**src/rtl/fsw_pkg.sv**
```systemverilog
package fsw_pkg;
  localparam logic [1:0] FLT_INVERT = 2'd0;
  localparam logic [1:0] FLT_STUCK0 = 2'd1;
  localparam logic [1:0] FLT_STUCK1 = 2'd2;
  localparam logic [1:0] FLT_NONE   = 2'd3;
endpackage

```
**src/rtl/fsw_swap_gate.sv**
```systemverilog
module fsw_swap_gate #(
  parameter int P    = 8,
  parameter int CTRL = 0,
  parameter int TA   = 1,
  parameter int TB   = 2
) (
  input  logic [P-1:0] lines_i,
  output logic [P-1:0] lines_o
);
  always_comb begin
    lines_o = lines_i;
    if (lines_i[CTRL]) begin
      lines_o[TA] = lines_i[TB];
      lines_o[TB] = lines_i[TA];
    end
  end
endmodule

```
**src/rtl/fsw_fault_tap.sv**
```systemverilog
module fsw_fault_tap #(
  parameter int P  = 8,
  parameter int LW = 4
) (
  input  logic [P-1:0]  lines_i,
  input  logic          hit,
  input  logic [LW-1:0] line_sel,
  input  logic [1:0]    mode,
  output logic [P-1:0]  lines_o
);
  import fsw_pkg::*;
  logic [P-1:0] mask;

  always_comb begin
    mask    = {{(P-1){1'b0}}, 1'b1} << line_sel;
    lines_o = lines_i;
    if (hit) begin
      case (mode)
        FLT_INVERT: lines_o = lines_i ^ mask;
        FLT_STUCK0: lines_o = lines_i & ~mask;
        FLT_STUCK1: lines_o = lines_i | mask;
        default:    lines_o = lines_i;
      endcase
    end
  end
endmodule

```
**src/rtl/fsw_parity_fold.sv**
```systemverilog
module fsw_parity_fold #(
  parameter int P = 8
) (
  input  logic         seed,
  input  logic [P-1:0] lines,
  output logic         par_o
);
  logic [P:0] chain;
  assign chain[0] = seed;
  for (genvar k = 0; k < P; k++) begin : g_cnot
    assign chain[k+1] = chain[k] ^ lines[k];
  end
  assign par_o = chain[P];
endmodule

```
**src/rtl/fsw_parity_cascade.sv**
```systemverilog
module fsw_parity_cascade #(
  parameter int P  = 8,
  parameter int NS = 6,
  parameter int unsigned GATE_CTRL [NS] = '{0, 3, 6, 1, 2, 4},
  parameter int unsigned GATE_TA   [NS] = '{1, 4, 7, 3, 5, 0},
  parameter int unsigned GATE_TB   [NS] = '{2, 5, 0, 6, 7, 3},
  localparam int SW = $clog2(NS + 1),
  localparam int LW = $clog2(P + 1)
) (
  input  logic [P-1:0]  din,
  input  logic          flt_en,
  input  logic [SW-1:0] flt_stage,
  input  logic [LW-1:0] flt_line,
  input  logic [1:0]    flt_mode,
  output logic [P-1:0]  dout,
  output logic          par_err
);
  logic [P-1:0] stage_in  [NS+1];
  logic [P-1:0] gate_out  [NS];
  logic         par_front;

  assign stage_in[0] = din;

  for (genvar s = 0; s < NS; s++) begin : g_stage
    fsw_swap_gate #(
      .P(P), .CTRL(int'(GATE_CTRL[s])), .TA(int'(GATE_TA[s])), .TB(int'(GATE_TB[s]))
    ) u_gate (
      .lines_i(stage_in[s]),
      .lines_o(gate_out[s])
    );

    fsw_fault_tap #(.P(P), .LW(LW)) u_tap (
      .lines_i (gate_out[s]),
      .hit     (flt_en && (flt_stage == SW'(s))),
      .line_sel(flt_line),
      .mode    (flt_mode),
      .lines_o (stage_in[s+1])
    );
  end

  assign dout = stage_in[NS];

  fsw_parity_fold #(.P(P)) u_fold_in (
    .seed (1'b0),
    .lines(din),
    .par_o(par_front)
  );

  fsw_parity_fold #(.P(P)) u_fold_out (
    .seed (par_front),
    .lines(dout),
    .par_o(par_err)
  );
endmodule

```
**config.mk**
```make
export PLATFORM = sky130hd
export DESIGN_NAME = fsw_parity_cascade
export DESIGN_NICKNAME = d
export VERILOG_FILES = /design/src/rtl/fsw_pkg.sv /design/src/rtl/fsw_swap_gate.sv /design/src/rtl/fsw_fault_tap.sv /design/src/rtl/fsw_parity_fold.sv /design/src/rtl/fsw_parity_cascade.sv
export SDC_FILE = /design/constraint.sdc
export NUM_CORES = 1
export LEC_CHECK = 0
export BUFFER_PORTS_ARGS = -buffer_cell sky130_fd_sc_hd__buf_2
export CORE_MARGIN = 1.5
export CORE_UTILIZATION = 55
export DETAILED_ROUTE_END_ITERATION = 7
export PLACE_DENSITY = 0.71
export SLEW_MARGIN = 30
export SYNTH_ARGS = -nofsm -noshare
export SYNTH_HDL_FRONTEND = slang
export SYNTH_SLANG_ARGS = --single-unit
```
**constraint.sdc**
```tcl
create_clock -name vclk -period 19.2
set_input_delay 2.88 -clock vclk [all_inputs]
set_output_delay 2.88 -clock vclk [all_outputs]
set_load 0.05 [all_outputs]
```
Word level (Yosys, flattened, before mapping) --
Cells that the tools add are included. Widths: inputs -> output; s select.
Storage, ports and cells: register bits 0, output and inout port bits 9
Operators by class: equality and inequality tests 7, shift operators 1, muxes and demuxes 22, bitwise operators 34, reductions and logical operators 8
Operator list (count):
- $pmux 8 s3 | 6
- $and 8x8->8 | 6
- $mux 8 | 6
- $or 8x8->8 | 6
- $xor 8x8->8 | 6
- $xor 1x1->1 | 15
- $mux 1 | 8
- $not 8->8 | 1
- $shl 1x4->8 const A | 1
- $eq 3x2->1 const B | 2
- $eq 3x3->1 const B | 2
- $logic_and 1x1->1 | 6
- $mux 2 | 2
- $eq 3x1->1 const B | 1
- $logic_not 3->1 | 1
- $eq 2x1->1 const B | 1
- $eq 2x2->1 const B | 1
- $logic_not 2->1 | 1

Longest topological paths before layout --
depth after elaboration 33, depth in mapped cells 45, mapped depth without buffers 42

By module --
From an unflattened synthesis, not the netlist that was laid out.
Unflattened totals: cells, all modules 549, area, all modules 4367.9 um2
By module, submodules not included:
- fsw_fault_tap (g_stage[0].u_tap ...) | times used 4, cells each 80, area an instance 628.1 um2, seq. area each 0.0 um2
- fsw_fault_tap (g_stage[2].u_tap ...) | times used 2, cells each 80, area an instance 603.1 um2, seq. area each 0.0 um2
- fsw_swap_gate | times used 6, cells each 8, area an instance 67.6 um2, seq. area each 0.0 um2
- fsw_parity_fold | times used 2, cells each 7, area an instance 82.6 um2, seq. area each 0.0 um2
- fsw_parity_cascade | times used 1, cells each 7, area an instance 78.8 um2, seq. area each 0.0 um2

Least setup slack after synthesis --
Ideal clock, no wire load.
path kind input-to-output, start point input port flt_line[2], end point output port par_err, data arrival time 10.048 ns, slack 6.272 ns, cell stages on the path 39, cell sequence nor2_1 > nand3_1 > ha_1 > mux2i_1 > o22ai_1 > mux2_4 > mux2i_4 > ha_1 > inv_1 > mux2i_1 > o221ai_1 > o21ai_4 > inv_1 > ha_1 > inv_1 > mux2i_1 > o22ai_1 > nor2_1 > [... 3 more ...] > a21oi_1 > nor2_1 > o311ai_0 > o21a_2 > inv_1 > ha_1 > nor2b_1 > o32ai_1 > nor2_1 > a21oi_1 > inv_1 > ha_1 > mux2i_1 > o221ai_1 > o21ai_0 > mux2i_4 > xnor3_1 > xnor3_1
On the way: elaborated cells between the ends (all ways) 49, those cells by class shift (1); mux (21); bitwise (27)
RTL lines:
- start, declared | RTL line fsw_parity_cascade.sv:13 | input logic [LW-1:0] flt_line,
- $shl 1x4->8 * | RTL line fsw_fault_tap.sv:15 | mask = {{(P-1){1'b0}}, 1'b1} << line_sel;
- $not 8->8 | RTL line fsw_fault_tap.sv:20 | FLT_STUCK0: lines_o = lines_i & ~mask;
- $and 8x8->8 | RTL line fsw_fault_tap.sv:20
- $pmux 8 s3 | RTL line fsw_fault_tap.sv:18 | case (mode)
- $mux 8 | RTL line fsw_fault_tap.sv:17 | if (hit) begin
- $mux 2 | RTL line fsw_swap_gate.sv:12 | if (lines_i[CTRL]) begin
- $or 8x8->8, or another cell as far along | RTL line fsw_fault_tap.sv:21 | FLT_STUCK1: lines_o = lines_i | mask;
- $pmux 8 s3 | RTL line fsw_fault_tap.sv:18
- [... 7 more ...]
- $or 8x8->8, or another cell as far along | RTL line fsw_fault_tap.sv:21
- $pmux 8 s3 | RTL line fsw_fault_tap.sv:18
- $mux 8 | RTL line fsw_fault_tap.sv:17
- $or 8x8->8, or another cell as far along | RTL line fsw_fault_tap.sv:21
- $pmux 8 s3 | RTL line fsw_fault_tap.sv:18
- $mux 8 * | RTL line fsw_fault_tap.sv:17
- net dout[4] | RTL line fsw_parity_cascade.sv:15 | output logic [P-1:0] dout,
- $xor 1x1->1 * (4 in series) | RTL line fsw_parity_fold.sv:11 | assign chain[k+1] = chain[k] ^ lines[k];
- end, declared | RTL line fsw_parity_cascade.sv:16 | output logic par_err
The timed path passes the listed nets; every way through them passes the cells marked *.

Final worst setup path --
start point input port flt_line[2], end point output port par_err
On the way: word-level cells in the longest chain between the ends 30, elaborated cells between the ends (all ways) 49, those cells by class shift (1); mux (21); bitwise (27)
Ends and longest elaborated chain (RTL line):
- $shl 1x4->8 * | fsw_fault_tap.sv:15
- $not 8->8 | fsw_fault_tap.sv:20
- $and 8x8->8 | fsw_fault_tap.sv:20
- $pmux 8 s3 | fsw_fault_tap.sv:18
- $mux 8 | fsw_fault_tap.sv:17
- $or 8x8->8, or another cell as far along | fsw_fault_tap.sv:21
- $pmux 8 s3, or another cell as far along | fsw_fault_tap.sv:18
- $mux 8 or $pmux 8 s3 (tied branches) | fsw_fault_tap.sv:17, fsw_fault_tap.sv:18
- [... 8 more ...]
- $pmux 8 s3 | fsw_fault_tap.sv:18
- $mux 8 | fsw_fault_tap.sv:17
- $mux 1 | fsw_swap_gate.sv:12
- $or 8x8->8, or another cell as far along | fsw_fault_tap.sv:21
- $pmux 8 s3 | fsw_fault_tap.sv:18
- $mux 8 * | fsw_fault_tap.sv:17
- $xor 1x1->1 (7 in series) | fsw_parity_fold.sv:11
- $xor 1x1->1 * | fsw_parity_fold.sv:11
Every way passes the cells marked *; elsewhere a longest branch is shown, timed or not.

==> flow_metrics.py <==
metrics = {
    "finish": {
        "fill_cells": 650,
        "final_cell_mix": "ha_1 (96), inv_1 (61), mux2i_1 (37)",
        "regArea_sq_um": 0,
        "drive_above_1_share_pct": 13.02,
        "num_antenna_cells": 0,
        "clkbuf_count": 0,
        "area_growth_pct": 2.264,
        "fin_util_pct": 57.72,
        "final_common_cell": "ha_1",
        "n_sequential_cell": 0,
        "fin_nets": 600,
    },
    "die": {
        "rows": 30,
        "die_y_um": 86.27,
        "die_w_um": 86.27,
        "ios": 27,
        "core_sq_um": 6756,
        "initial_core_util_pct": 56.44,
        "die-area_sq_um": 7443,
    },
    "power_and_ir_drop": {
        "clockPowerShare_pct": 0,
        "power.switching_mw": 0.09068,
        "switching_share_pct": 60.38,
        "ir_drop_mv": 0.03685,
        "finalPower_mw": 0.1502,
        "power_frac_seq_pct": 0,
        "combPwrFrac_pct": 100.0,
        "power.internal_mw": 0.05950,
        "power_density_nw_per_um2": 38.51,
        "p_leak_nw": 1.907,
    },
    "run": {
        "maxCapViolCount": 0,
    },
    "grt": {
        "gr-total-overflow": 0,
        "first_global_vias": 3255,
        "grt_max_degree": 74,
        "antenna_found_initial": 0,
        "grt_pass1_wl_um": 15540,
        "track_usage_pct": 24.85,
    },
    "cts": {
        "hold_buffers": 0,
        "cts_resized": 0,
        "post-cts-setup-buffer-count": 0,
    },
    "synth": {
        "synth_area_per_cell_sq_um": 7.863,
        "yosys-top-cells-area": "ha_1 (31%), mux2i_1 (9.7%), inv_1 (6.0%)",
        "yosys_warnings": 0,
        "syn_inst": 485,
        "synth_area_sq_um": 3814,
        "synthesis.nets": 599,
        "ys_seq_area_share_pct": 0,
        "synth.largest_area_cell": "ha_1",
        "yosysTopAreaCellShare_pct": 31.50,
        "synth.distinct_cells": 67,
    },
    "timing": {
        "holdWs_ns": 6.602,
        "fin_crit_ns": 13.92,
        "worst_slack_ns": 5.277,
        "worst_slew_pin_slew_ns": 0.8891,
        "setup_tns_ns": 0,
        "relSlewSlack_pct": 40.73,
        "fmax_mhz": 71.82,
        "slew_violations": 0,
        "rsz0062_at_grt": "false",
        "finalHoldViolations": 0,
        "setup-violations-final": 0,
        "fin_crit_sh_pct": 72.52,
    },
    "detailed_routing": {
        "vias": 3463,
        "ant_nets": 0,
        "dr_wl_met2_um": 4444,
        "wl_per_cell_um": 16.12,
        "initialDrtViolationCount": 259,
        "vias_per_cell": 6.140,
        "drc": 0,
        "wl_met1_um": 4271,
        "dr_wl_met3_um": 278,
        "wirelength_um": 9090,
        "first_pass_iters": 4,
        "top_layer": "met4",
    },
    "min_path": {
        "hp-class": "primary input to output port",
    },
    "worst_setup_path": {
        "worstPathRequired_ns": 16.32,
        "crit_path_frequent_cell": "ha_1",
        "critPathKind": "primary input to output port",
        "slowest_stage": "nand3_1",
        "arrival_ns": 11.04,
        "path_max_fanout": 12,
        "start_kind": "primary input",
        "critPathMaxStageDelay_ns": 0.50,
        "end_kind": "output port",
    },
    "placed_design": {
        "io_buffers": 27,
        "place_congestion": 0.9040,
        "dpl.hpwl_um": 6783,
        "place_ws_ns": 5.337,
    },
    "run_status": {
        "status": "finished clean",
    },
}
==> through the flow <==
step | instance area, sq um | cells
2_1_floorplan | 3814 | 485
3_3_place_gp | 3900 | 564
3_5_place_dp | 3900 | 564
4_1_cts | 3900 | 564
5_1_grt | 3900 | 564
6_report | 3900 | 564
==> power by group through the flow <==
stage	Clock [mW]	Combinational (mW)	Sequential, mW
final	0	0.150	0
after global routing	0	0.166	0
after CTS	0	0.150	0
after detailed placement	0	0.149	0
after global placement	0	0.143	0
after floorplan	0	0.122	0
==> worst max-delay path, delay by kind of cell <==
kind            cells  cell delay (ns)
simple gates       10             1.62
buf+inv             5             0.56
mux                 6             1.38
compound gates     15             2.45
xor+xnor            1             0.32
fa+ha+maj           6             1.81
==> cell type report <==
| class | instances | area [sq um] | area share [%] |
|---|---|---|---|
| repair buffers | 30 | 157.7 | 4.042 |
| multi-input cells | 390 | 3397 | 87.10 |
| inverters | 64 | 245.2 | 6.288 |
| well taps | 80 | 100.1 | 2.567 |
==> logic make-up after synthesis <==
family          count (synthesis)  synth area share, %
compound gates                118                23.52
xor+xnor                       13                4.068
fa+ha+maj                      96                31.50
buf+inv                        95                10.99
mux                            48                13.94
simple gates                  115                15.98
==> cell usage after synthesis, types with 4 or more instances <==
cell type  instances
nand2_1           27
nor2b_1           29
buf_6              4
inv_1             61
a21o_1             4
mux2_2             7
nand3_1            7
o32ai_1            9
mux2i_1           37
clkbuf_1           5
o21ai_0           11
o22ai_1           18
buf_2             14
o211ai_1           7
ha_1              96
o311ai_0           5
xnor2_1            7
nor2_1            27
buf_1              4
o221ai_1          16
a21oi_1           14
==> final timing paths <==
check / cells past startpoint / slack [ns] / from / end
setup / recovery: 43 / 5.28 / flt_line[2] / par_err
hold / removal: 4 / 6.60 / flt_stage[0] / dout[0]
==> metal layers <==
metal / vias to the layer above / GRT usage (%)
met5: - / 0
met4: 0 / 3.666
met3: 6 / 0.2857
met2: 63 / 44.74
met1: 1656 / 34.02
li1: 1738 / -
No activity file was read; power rests on OpenSTA's default activity.
